===== config.mk =====
export PLATFORM = sky130hd
export DESIGN_NAME = ep_xfer_status
export DESIGN_NICKNAME = d
export VERILOG_FILES = /design/src/rtl/ep_stat_pkg.sv /design/src/rtl/ep_down_ctr.sv /design/src/rtl/ep_flag_bank.sv /design/src/rtl/ep_xfer_status.sv
export SDC_FILE = /design/constraint.sdc
export NUM_CORES = 1
export LEC_CHECK = 0
export CAP_MARGIN = 10
export CORE_ASPECT_RATIO = 0.8
export CORE_MARGIN = 10
export CORE_UTILIZATION = 40
export CTS_CLUSTER_SIZE = 12
export DETAILED_ROUTE_END_ITERATION = 7
export GPL_ROUTABILITY_DRIVEN = 0
export GPL_TIMING_DRIVEN = 0
export PLACE_DENSITY = 0.76
export SYNTH_ARGS = -nofsm -noshare
export SYNTH_HDL_FRONTEND = slang
export SYNTH_SLANG_ARGS = --single-unit

===== constraint.sdc =====
create_clock -name clk -period 1.9 [get_ports clk]
set_input_delay 0.285 -clock clk [delete_from_list [all_inputs] [get_ports clk]]
set_output_delay 0.285 -clock clk [all_outputs]
set_load 0.005 [all_outputs]

===== src/rtl/ep_stat_pkg.sv =====
package ep_stat_pkg;
  typedef enum logic [1:0] {
    EP_CTRL = 2'b00,
    EP_ISO  = 2'b01,
    EP_BULK = 2'b10,
    EP_INTR = 2'b11
  } ep_kind_e;

  localparam int FLAG_N  = 4;
  localparam int FB_CNT  = 0;
  localparam int FB_PKT  = 1;
  localparam int FB_XFER = 2;
  localparam int FB_MISS = 3;

  // A packet is short when it carries fewer bytes than the maximum size.
  function automatic logic pkt_is_short(input int unsigned len,
                                        input int unsigned mps);
    return len < mps;
  endfunction

  // Transfer-complete decision for one end of packet.
  function automatic logic xfer_ends(input ep_kind_e kind,
                                     input logic short_pkt,
                                     input logic setup_zero);
    case (kind)
      EP_ISO:  return 1'b1;
      EP_CTRL: return short_pkt | setup_zero;
      default: return short_pkt;
    endcase
  endfunction
endpackage


===== src/rtl/ep_down_ctr.sv =====
module ep_down_ctr #(
  parameter int CNT_W = 16
) (
  input  logic             clk,
  input  logic             rst,
  input  logic             load,
  input  logic             load_block,
  input  logic [CNT_W-1:0] load_val,
  input  logic             dec,
  output logic [CNT_W-1:0] cnt,
  output logic             hit_zero
);
  localparam logic [CNT_W-1:0] ONE = CNT_W'(1);

  logic load_ok;
  logic dec_ok;

  assign load_ok  = load & ~load_block;
  assign dec_ok   = dec & ~load_ok & (cnt != '0);
  assign hit_zero = dec_ok & (cnt == ONE);

  always_ff @(posedge clk) begin
    if (rst)          cnt <= '0;
    else if (load_ok) cnt <= load_val;
    else if (dec_ok)  cnt <= cnt - ONE;
  end

  // a decrement step that is not overridden lowers the count by one
  p_step_r1: assert property (@(posedge clk) disable iff (rst)
    dec_ok |=> cnt == $past(cnt) - ONE);

  // a blocked load leaves the count alone when no byte moves
  p_block_r3: assert property (@(posedge clk) disable iff (rst)
    load && load_block && !dec |=> $stable(cnt));
endmodule


===== src/rtl/ep_flag_bank.sv =====
module ep_flag_bank #(
  parameter int N = 4
) (
  input  logic         clk,
  input  logic         rst,
  input  logic [N-1:0] set_vec,
  input  logic         clr_we,
  input  logic [N-1:0] clr_mask,
  input  logic [N-1:0] en,
  output logic [N-1:0] flags,
  output logic         irq
);
  logic [N-1:0] clr_vec;

  assign clr_vec = clr_we ? clr_mask : '0;
  assign irq     = |(flags & en);

  genvar i;
  generate
    for (i = 0; i < N; i++) begin : g_bit
      always_ff @(posedge clk) begin
        if (rst)             flags[i] <= 1'b0;
        else if (set_vec[i]) flags[i] <= 1'b1;
        else if (clr_vec[i]) flags[i] <= 1'b0;
      end

      // set beats clear in the same cycle
      p_set_wins_r8: assert property (@(posedge clk) disable iff (rst)
        set_vec[i] |=> flags[i]);

      // a flag stays set until a clear aims at it
      p_sticky_r8: assert property (@(posedge clk) disable iff (rst)
        flags[i] && !(clr_we && clr_mask[i]) |=> flags[i]);
    end
  endgenerate

  // interrupt silent when nothing is enabled
  p_irq_quiet_r9: assert property (@(posedge clk) disable iff (rst)
    (en == '0) |-> !irq);
endmodule


===== src/rtl/ep_xfer_status.sv =====
module ep_xfer_status
  import ep_stat_pkg::*;
#(
  parameter int LEN_W = 7,
  parameter int CNT_W = 16
) (
  input  logic              clk,
  input  logic              rst,
  input  logic              tok_req,
  input  logic              data_stb,
  input  logic              eop_stb,
  input  logic              eop_err,
  input  logic [LEN_W-1:0]  pkt_len,
  input  logic [LEN_W-1:0]  max_pkt,
  input  logic [1:0]        ep_kind,
  input  logic              xfer_load,
  input  logic [CNT_W-1:0]  xfer_len,
  input  logic              setup_load,
  input  logic [CNT_W-1:0]  setup_len,
  input  logic              clr_we,
  input  logic [FLAG_N-1:0] clr_mask,
  input  logic [FLAG_N-1:0] irq_en,
  output logic [FLAG_N-1:0] flags,
  output logic [CNT_W-1:0]  bytes_left,
  output logic              irq
);
  ep_kind_e          kind;
  logic              is_iso;
  logic              is_ctrl;
  logic              short_pkt;
  logic [CNT_W-1:0]  setup_cnt;
  logic              setup_zero;
  logic              setup_hit;
  logic              bc_hit;
  logic              ev_pkt;
  logic              ev_xfer;
  logic              ev_miss;
  logic [FLAG_N-1:0] set_vec;

  assign kind       = ep_kind_e'(ep_kind);
  assign is_iso     = (kind == EP_ISO);
  assign is_ctrl    = (kind == EP_CTRL);
  assign short_pkt  = pkt_is_short(32'(pkt_len), 32'(max_pkt));
  assign setup_zero = (setup_cnt == '0);

  ep_down_ctr #(.CNT_W(CNT_W)) u_byte_ctr (
    .clk       (clk),
    .rst       (rst),
    .load      (xfer_load),
    .load_block(flags[FB_CNT]),
    .load_val  (xfer_len),
    .dec       (data_stb),
    .cnt       (bytes_left),
    .hit_zero  (bc_hit)
  );

  ep_down_ctr #(.CNT_W(CNT_W)) u_setup_ctr (
    .clk       (clk),
    .rst       (rst),
    .load      (setup_load),
    .load_block(1'b0),
    .load_val  (setup_len),
    .dec       (data_stb & is_ctrl),
    .cnt       (setup_cnt),
    .hit_zero  (setup_hit)
  );

  assign ev_pkt  = eop_stb & ~(is_iso & eop_err);
  assign ev_xfer = eop_stb & xfer_ends(kind, short_pkt, setup_zero);
  assign ev_miss = tok_req & flags[FB_CNT];

  always_comb begin
    set_vec          = '0;
    set_vec[FB_CNT]  = bc_hit;
    set_vec[FB_PKT]  = ev_pkt;
    set_vec[FB_XFER] = ev_xfer;
    set_vec[FB_MISS] = ev_miss;
  end

  ep_flag_bank #(.N(FLAG_N)) u_flags (
    .clk     (clk),
    .rst     (rst),
    .set_vec (set_vec),
    .clr_we  (clr_we),
    .clr_mask(clr_mask),
    .en      (irq_en),
    .flags   (flags),
    .irq     (irq)
  );

  // last byte of the transfer raises count-exhausted
  p_count_done_r1: assert property (@(posedge clk) disable iff (rst)
    data_stb && !xfer_load && bytes_left == CNT_W'(1) |=> flags[FB_CNT]);

  // token while exhausted raises missed-request
  p_missed_r2: assert property (@(posedge clk) disable iff (rst)
    tok_req && flags[FB_CNT] |=> flags[FB_MISS]);

  // count is parked at zero while exhausted is set
  p_parked_r3: assert property (@(posedge clk) disable iff (rst)
    flags[FB_CNT] && xfer_load |=> bytes_left == '0);

  // errored isochronous packet does not report packet-complete
  p_iso_err_r4: assert property (@(posedge clk) disable iff (rst)
    eop_stb && eop_err && is_iso && !flags[FB_PKT] |=> !flags[FB_PKT]);

  // setup counter reaching zero is visible as zero
  p_setup_zero_r6: assert property (@(posedge clk) disable iff (rst)
    setup_hit |=> setup_zero);

  // every isochronous packet end reports transfer-complete
  p_iso_xfer_r7: assert property (@(posedge clk) disable iff (rst)
    eop_stb && is_iso |=> flags[FB_XFER]);

  // reset leaves everything clear
  p_reset_r10: assert property (@(posedge clk)
    rst |=> flags == '0 && bytes_left == '0 && setup_zero);
endmodule


After elaboration in Yosys (flattened, before gate mapping). Cells that the tools add are included.

Add/sub/neg operators: 2. $lt $le $gt $ge: 1. Equal/unequal tests: 2. Mux-type cells: 14. Bitwise logic cells: 17. Reductions and logical operators: 11.

Operators by type and width (count): 2-to-1 mux 16 bit (4); nonzero test 16 bit (2); subtractor 16 x 1 -> 16 bit (second input constant) (2); equality test 16 x 1 -> 1 bit (second input constant) (1); logical NOT 16 bit (1); nonzero test 2 bit (6); AND 1 bit (11); 2-to-1 mux 1 bit (8); < comparator 7 bit (1); AND 4 bit (1); 2-to-1 mux 4 bit (1); NOT 1 bit (4); OR reduction 4 bit (1); equality test 2 x 1 -> 1 bit (second input constant) (1); logical NOT 2 bit (1); case mux 1 bit (2 select lines) (1); bitwise OR 1 bit (1).

Bits in registers: 36. Input bits: 65. Output and inout bits: 21. Word-level logic and storage cells: 53.

Depth between registers and ports, before layout. Gate-level depths: netlist of the first run.

Depth after elaboration: 7. Gate-level depth with buffers: 8. Gate-level depth less buffers: 7.

Cells and area by module. Synthesis of the first run repeated with hierarchy kept, for this count alone.

Cell total of the unflattened synthesis: 322. Area total of the unflattened synthesis: 2523.7 um^2.

By module, submodules not included: ep_down_ctr (instances 2, cells an instance 135, area each 1059.8 um^2, seq. area each 320.3 um^2); ep_xfer_status (instances 1, cells an instance 33, area each 240.2 um^2, seq. area each 0.0 um^2); ep_flag_bank (instances 1, cells an instance 19, area each 163.9 um^2, seq. area each 80.1 um^2).

Worst setup path before layout of the first run. No wires, ideal clock.

Path type: register to register. From: reg u_setup_ctr.cnt[0]. To: reg u_setup_ctr.cnt[6]. Library setup time: 86 ps. Arrival: 1974 ps. Data required time: 1814 ps. Setup slack: -159 ps. Cell stages (with the launch flop): 9. Buffers on the path: 1. Period minus slack after synthesis: 2059 ps. Cell sequence: dfxtp_1 > inv_1 > ha_1 > or4b_2 > nor4_4 > buf_4 > nor3_1 > xnor2_1 > a211oi_1.

Longest elaborated chain between the ends: 3. Elaborated cells on any way between the ends: 6. Those cells by class: add/sub (1); mux (2); bitwise (1); reduce/logical (2).

Ends and longest elaborated chain: from (decl) (line ep_down_ctr.sv:10) `output logic [CNT_W-1:0] cnt,`; from (signal assigned) (line ep_down_ctr.sv:24) `else if (load_ok) cnt <= load_val;`; from (signal assigned) (line ep_down_ctr.sv:25) `else if (dec_ok) cnt <= cnt - ONE;`; subtractor 16 x 1 -> 16 bit / nonzero test 16 bit (equally long branches) (line ep_down_ctr.sv:25, ep_down_ctr.sv:19); 2-to-1 mux 16 bit / AND 1 bit (equally long branches) (line ep_down_ctr.sv:25, ep_down_ctr.sv:19); 2-to-1 mux 16 bit / nonzero test 2 bit (equally long branches).

Parallel ways exist; a longest one is shown, timed or not. The select of a mux whose other input is x is not followed. A chain may end at the register's enable or synchronous reset.

Final worst setup path of the first run.
From: reg u_setup_ctr.cnt[1]. To: reg u_setup_ctr.cnt[8].

The elaborated chain is that of the path after synthesis.

==> results of run 1 <==
-- Yosys cell counts, types with 2 or more instances --
cell type	instances
dfxtp_1	36
nor2_1	35
nand2_1	23
a211oi_1	17
nor3_1	15
inv_1	13
clkbuf_1	11
ha_1	11
xnor2_1	11
a21oi_1	9
a311oi_1	8
nor4_1	8
nand4_1	7
o21ai_0	7
or3_1	6
xor2_1	6
nand2b_1	5
and2_1	4
nand3_1	4
nor2b_1	4
nor3b_1	4
o21ai_1	4
or4_1	4
a22oi_1	3
a211oi_2	2
a221oi_1	2
a31oi_1	2
buf_2	2
buf_4	2
o22ai_1	2
or3b_2	2
or4b_2	2
-- kinds of logic (layout without fill, tap and decap cells) --
family	after synthesis	after routing	share of synthesized area, %
XOR/XNOR	17	17	6.485
multiplexers	1	1	0.4360
adder cells (fa/ha/maj)	11	11	5.994
flip-flops	36	36	31.39
AO/OA/AOI/OAI	59	59	17.98
buffers and inverters	28	143	5.014
AND/OR/NAND/NOR	134	134	32.70
-- cell type report --
cell class / count / area, sq um
sequential: 36 / 739.5
tap: 78 / 97.59
timing repair buffer: 109 / 1036
buffer: 13 / 61.31
multi-input combinational: 222 / 1637
fill: 461 / 1763
clock buffer: 6 / 72.57
clock inverter: 2 / 35.03
inverter: 13 / 53.80
-- where the power goes --
part	switching, mW	leakage, nW	internal (mW)	total, mW
Clock	0.287	0.0552	0.390	0.676
Sequential	0.0831	0.302	0.812	0.895
Combinational	0.291	1.02	0.404	0.695
Total	0.661	1.38	1.61	2.27
-- metrics by stage --
step	power, mW	util [%]	setup TNS (ns)	instances
final	2.266	67.92	-0.6682	479
after global placement	1.442	59.18	-7.081	447
after floorplan	1.176	-	-0.3267	286
after CTS	2.200	64.80	-0.7120	466
after global routing	2.374	67.92	-2.841	479
after detailed placement	1.454	59.18	-7.952	447
-- per-layer routing --
layer | vias to the layer above | GRT usage, % | routed length (microns) | part of all wire (%)
met1 | 1188 | 20.63 | 3659 | 45
met3 | 6 | 5.136 | 606 | 7.5
met2 | 94 | 27.13 | 3765 | 46
met4 | 0 | 5.970 | 78 | 0.96
li1 | 1279 | - | - | -
met5 | - | 0 | 0 | 0
-- tightest hold or removal path, cell delays in order --
cell and delay, ns:
dlymetal6s2s_1 0.16, a31oi_1 0.12, a21oi_1 0.11, nor2_1 0.05
-- how the worst min path moves through the flow --
stage                                          start                                to  depth (start not counted)
floorplan                                xfer_len[1]    u_byte_ctr.cnt[1]$_SDFFE_PP0P_                          2
global placement       u_flags.flags[1]$_SDFFE_PP0P_     u_flags.flags[1]$_SDFFE_PP0P_                          2
detailed placement  u_setup_ctr.cnt[11]$_SDFFE_PP0P_  u_setup_ctr.cnt[11]$_SDFFE_PP0P_                          2
CTS                                         data_stb    u_byte_ctr.cnt[1]$_SDFFE_PP0P_                          4
global route                                data_stb    u_byte_ctr.cnt[1]$_SDFFE_PP0P_                          4
finish                                    ep_kind[0]     u_flags.flags[1]$_SDFFE_PP0P_                          4
-- sequential cells by signal, summed over array words and instances (netlist names) --
signal,count
u_flags.flags,4
u_byte_ctr.cnt,16
u_setup_ctr.cnt,16
-- what timing repair did --
action,4_1_cts,5_1_grt
buffers inserted,12,15
hold endpoints to repair,0,0
endpoints found under the setup margin,32,27
gates resized for setup,27,20
pin swaps,14,18
==> run summary, run 1 <==
status = complete, but fails checks
failing checks = negative setup slack
RSZ-0062 raised after global routing = yes
hpwl dp = 5678 microns
Port Buffers = 83
clock sinks = 36
via count = 2567
fin area = 3732 sq um
Initial Util = 41.78%
P per Cell Area = 607.2 nW/um^2
Worst Hold Class = input port to flip-flop
largest net degree at the start of global routing = 12
CTS tree = done
Most used DFF post-synth = dfxtp_1
Nets = 476
Max Clock Freq = 504.9 MHz
Worst R2R End = u_setup_ctr.cnt[8]$_SDFFE_PP0P_
area grow syn2layout = 62.56%
syn nets = 362
most frequent cells in the layout = clkdlybuf4s50_1 (82), nor2_1 (35), dfxtp_1 (27)
Avg Inst Size Synth = 8.028 sq um
max cap viols = 0
max incr delay on CP = 0.46 ns
Hold Violations, Final = 0
Worst Setup EP = u_setup_ctr.cnt[8]$_SDFFE_PP0P_
routed length per instance = 16.93 microns
Mapped Area = 2296 sq um
Reg2Reg Depth = 8
H-Tree Depth = 2
worst-path cell chain = inv_2 > ha_4 > or4b_4 > nor4_4 > buf_4 > nor4_2 > xnor2_1 > a211oi_1
Distinct cells, synth = 47
Critical Path Source = u_setup_ctr.cnt[1]$_SDFFE_PP0P_
Crit-path slowest cell = or4b_4
Synth area leader = dfxtp_1
Rows = 24
WP buf/inv = 2
Worst setup SP type = flip-flop
Post-synth EDFFs = 0
worst path required time = 2.11 ns
Setup CP Type = flip-flop to flip-flop
Async S/R FF share, synth = 0%
crit path time final = 1.981 ns
n_diodes = 0
DRC viols = 0
gr usage total = 16.69%
initial antenna violation count = 0
CP Max Fanout = 5
final setup violation count = 16
maximum vdd ir drop = 384.6 uV
Ports = 86
number of global-route vias before repair = 2615
fraction of layout cells with a size suffix above 1 = 20.20%
Seq/Total Area, Yosys = 31.39%
drt pass-1 iters = 5
drt total wl = 8110 microns
Gate Count Post-Synth = 286
Starting DRT DRC Count = 140
CTS Buf Count = 5
Die X = 104.7 microns
CORE AREA = 5495 sq um
clock-pin slew of the registers on the worst-case setup and hold paths = 0.07 ns
worst skew pair latency = 0.29 ns
Hold Buf Count CTS = 0
commonest non-fill, non-tap cell in the layout = clkdlybuf4s50_1
crit path DAT = 2.19 ns
die area = 9189 sq um
relative slew slack = 60.61%
grt ovf = 0
Reg2Reg Setup Slack = -0.08 ns
Final Max Tran Viols = 0
warnings from Yosys = 0
Yosys reg bits = 36
setup slack at placement = -0.6054 ns
Synth top area share = 31.39%
Crit. path cell count = 8
leakage = 1.376 nW
Critical R2R Launch = u_setup_ctr.cnt[1]$_SDFFE_PP0P_
Die Ht = 87.77 microns
Period Utilization, post-route = 104.2%
via/cell ratio = 5.359
Placed Area = 3252 sq um
Worst Tran Pin Value = 0.5863 ns
skew final = 0.01046 ns
Min Hold Slack = 0.4850 ns
antenna-violating nets left = 0
worst-case clock buffer depth = 2
Worst Setup End Kind = flip-flop
dominant cells by area after synthesis = dfxtp_1 (31%), ha_1 (6.0%), nor2_1 (5.7%)
first-pass GRT wire length = 12760 microns
Top Family by Delay on Critical Path = simple AND/OR/NAND/NOR gates
Setup WS post-layout = -0.08061 ns
Root Buffer = clkbuf_8
(Power assumes the default switching activity.)
==> inputs of run 2 (changes only) <==
Settings changed: SETUP_SLACK_MARGIN set to 0.3.
==> run 2 against run 1 <==
  * The run still ends with negative setup slack left
  * Wire length is 10% higher
  * Clock skew shrank 0.0035 ns
  * Combinational power increased by 13%
  * Hold slack lost 0.053 ns
  * Critical path depth shrank 2
  * Highest routed layer unchanged
==> run summary, run 2 (synthesis gave the netlist of run 1 again) <==
maximum vdd ir drop = 287.5 uV (was 384.6 uV)
Worst Tran Pin Value = 0.7880 ns (was 0.5863 ns)
GR Util met2 = 29.58% (was 27.13%)
Max Clock Freq = 493.3 MHz (was 504.9 MHz)
worst-case clock buffer depth = 2 (unchanged)
Initial Util = 41.78% (unchanged)
skew final = 0.006998 ns (was 0.01046 ns)
worst skew pair latency = 0.28 ns (was 0.29 ns)
relative slew slack = 47.47% (was 60.61%)
largest net degree at the start of global routing = 11 (was 12)
Critical R2R Launch = u_setup_ctr.cnt[4]$_SDFFE_PP0P_ (was u_setup_ctr.cnt[1]$_SDFFE_PP0P_)
CP Max Fanout = 7 (was 5)
fin area = 3975 sq um (was 3732 sq um)
crit path DAT = 2.18 ns (was 2.19 ns)
Reg2Reg Setup Slack = -0.13 ns (was -0.08 ns)
H-Tree Depth = 2 (unchanged)
initial antenna violation count = 0 (unchanged)
Hold Buf Count CTS = 0 (unchanged)
DRC viols = 0 (unchanged)
antenna-violating nets left = 0 (unchanged)
Hold Path Depth = 4 (unchanged)
Reg2Reg Depth = 6 (was 8)
worst hold start = data_stb (was ep_kind[0])
gr usage total = 17.32% (was 16.69%)
Root Buffer = clkbuf_8 (unchanged)
leakage = 1.487 nW (was 1.376 nW)
CORE AREA = 5495 sq um (unchanged)
routed length per instance = 18.56 microns (was 16.93 microns)
final setup violation count = 16 (unchanged)
via/cell ratio = 5.607 (was 5.359)
CTS Buf Count = 5 (unchanged)
Placed Area = 3379 sq um (was 3252 sq um)
hpwl dp = 5984 microns (was 5678 microns)
die area = 9189 sq um (unchanged)
grt ovf = 0 (unchanged)
Worst R2R End = u_setup_ctr.cnt[10]$_SDFFE_PP0P_ (was u_setup_ctr.cnt[8]$_SDFFE_PP0P_)
Worst Setup End Kind = flip-flop (unchanged)
CTS tree = done (unchanged)
drt pass-1 iters = 5 (unchanged)
max cap viols = 0 (unchanged)
P per Cell Area = 555.4 nW/um^2 (was 607.2 nW/um^2)
clock sinks = 36 (unchanged)
Finished Core Util = 72.34% (was 67.92%)
drt total wl = 8925 microns (was 8110 microns)
Period Utilization, post-route = 106.7% (was 104.2%)
busiest grt layer = met2 (unchanged)
Worst Hold Class = input port to flip-flop (unchanged)
Hold Violations, Final = 0 (unchanged)
RSZ-0062 raised after global routing = yes (unchanged)
commonest non-fill, non-tap cell in the layout = clkdlybuf4s50_1 (unchanged)
largest registers = u_byte_ctr.cnt (16), u_setup_ctr.cnt (16), u_flags.flags (4) (unchanged)
Nets = 479 (was 476)
Port Buffers = 83 (unchanged)
fraction of layout cells with a size suffix above 1 = 29.53% (was 20.20%)
n_diodes = 0 (unchanged)
met3 Use GR = 5.429% (was 5.136%)
GR Layer Usage met1 = 20.82% (was 20.63%)
Starting DRT DRC Count = 184 (was 140)
crit path time final = 2.027 ns (was 1.981 ns)
most frequent cells in the layout = clkdlybuf4s50_1 (79), nor2_1 (35), buf_4 (22) (was clkdlybuf4s50_1 (82), nor2_1 (35), dfxtp_1 (27))
Setup CP Type = flip-flop to flip-flop (unchanged)
number of global-route vias before repair = 2676 (was 2615)
Rows = 24 (unchanged)
clock-pin slew of the registers on the worst-case setup and hold paths = 0.07 ns (about the same)
status = complete, but fails checks (unchanged)
failing checks = negative setup slack (unchanged)
Ports = 86 (unchanged)
Die X = 104.7 microns (unchanged)
fillers = 420 (was 461)
Hold Path End = u_byte_ctr.cnt[1]$_SDFFE_PP0P_ (was u_flags.flags[1]$_SDFFE_PP0P_)
area grow syn2layout = 73.13% (was 62.56%)
Final Max Tran Viols = 0 (unchanged)
worst path required time = 2.05 ns (was 2.11 ns)
Die Ht = 87.77 microns (unchanged)
first-pass GRT wire length = 13280 microns (was 12760 microns)
via count = 2697 (was 2567)
Setup WS post-layout = -0.1271 ns (was -0.08061 ns)
Worst setup SP type = flip-flop (unchanged)
## run 2: changes by cell type in the layout (fill, tap and decap cells not counted), sizes merged
| cell | change |
|---|---|
| clkinv | -1 |
| clkbuf | +1 |
| clkdlybuf4s50 | -3 |
| bufinv | -1 |
| buf | +3 |
| dlymetal6s2s | +2 |
| dlygate4sd2 | +1 |
## run 2: worst max path at each step
| stage | start | endpoint | slack (ns) | cells after the start |
|---|---|---|---|---|
| 4_1_cts | u_setup_ctr.cnt[4]$_SDFFE_PP0P_ | u_setup_ctr.cnt[8]$_SDFFE_PP0P_ | -0.13 | 7 |
| 3_5_place_dp | ep_kind[0] | u_setup_ctr.cnt[11]$_SDFFE_PP0P_ | -0.38 | 5 |
| 5_1_grt | u_setup_ctr.cnt[1]$_SDFFE_PP0P_ | u_setup_ctr.cnt[9]$_SDFFE_PP0P_ | -0.23 | 8 |
| 6_report | u_setup_ctr.cnt[4]$_SDFFE_PP0P_ | u_setup_ctr.cnt[10]$_SDFFE_PP0P_ | -0.13 | 6 |
| 2_1_floorplan | u_setup_ctr.cnt[1]$_SDFFE_PP0P_ | u_setup_ctr.cnt[10]$_SDFFE_PP0P_ | -0.08 | 8 |
| 3_3_place_gp | ep_kind[0] | u_setup_ctr.cnt[11]$_SDFFE_PP0P_ | -0.31 | 5 |
## run 2: power breakdown
part	total [mW]	leakage [nW]	internal, mW	switching, mW
clock	0.520	0.0383	0.253	0.267
sequential	0.902	0.307	0.813	0.0886
combinational	0.787	1.14	0.441	0.345
total	2.21	1.49	1.51	0.701
## run 2: final cells by class
type,count,area [sq um],share of cell area [%]
tap,78,97.59,2.455
timing repair buffer,110,1066,26.82
sequential,36,762.0,19.17
multi-input combinational,222,1827,45.96
clock buffer,7,76.32,1.920
buffer,15,90.09,2.266
inverter,13,56.30,1.416
## run 2: per-layer routing
layer	up-vias	part of all wire (%)	wire (microns)
met4	0	2.8	247
met2	141	48	4240
met5	-	0	0
met3	23	8.6	764
met1	1252	41	3673
li1	1281	-	-
## run 2: timing repair
action	4_1_cts	5_1_grt
setup buffers	17	10
pin swaps	24	22
gates resized for setup	37	47
endpoints found under the setup margin	41	39
## run 2: through the flow
stage / setup TNS [ns] / worst slack, ns / hold slack (ns) / cells / power (mW)
after floorplan: -0.3270 / -0.07634 / 0.4179 / 286 / 1.223
after global routing: -3.027 / -0.2260 / 0.4599 / 481 / 2.310
final: -1.230 / -0.1271 / 0.4317 / 481 / 2.208
after detailed placement: -4.096 / -0.3811 / 0.5156 / 447 / 1.508
after CTS: -1.424 / -0.1327 / 0.4062 / 471 / 2.095
after global placement: -3.208 / -0.3139 / 0.5062 / 447 / 1.492
## run 2: critical path: stages (launching register included)
cell	delay [ns]
dfxtp_2	0.33
or4_4	0.52
buf_6	0.15
or4_4	0.42
nor3_2	0.22
xnor2_1	0.16
a211oi_2	0.08
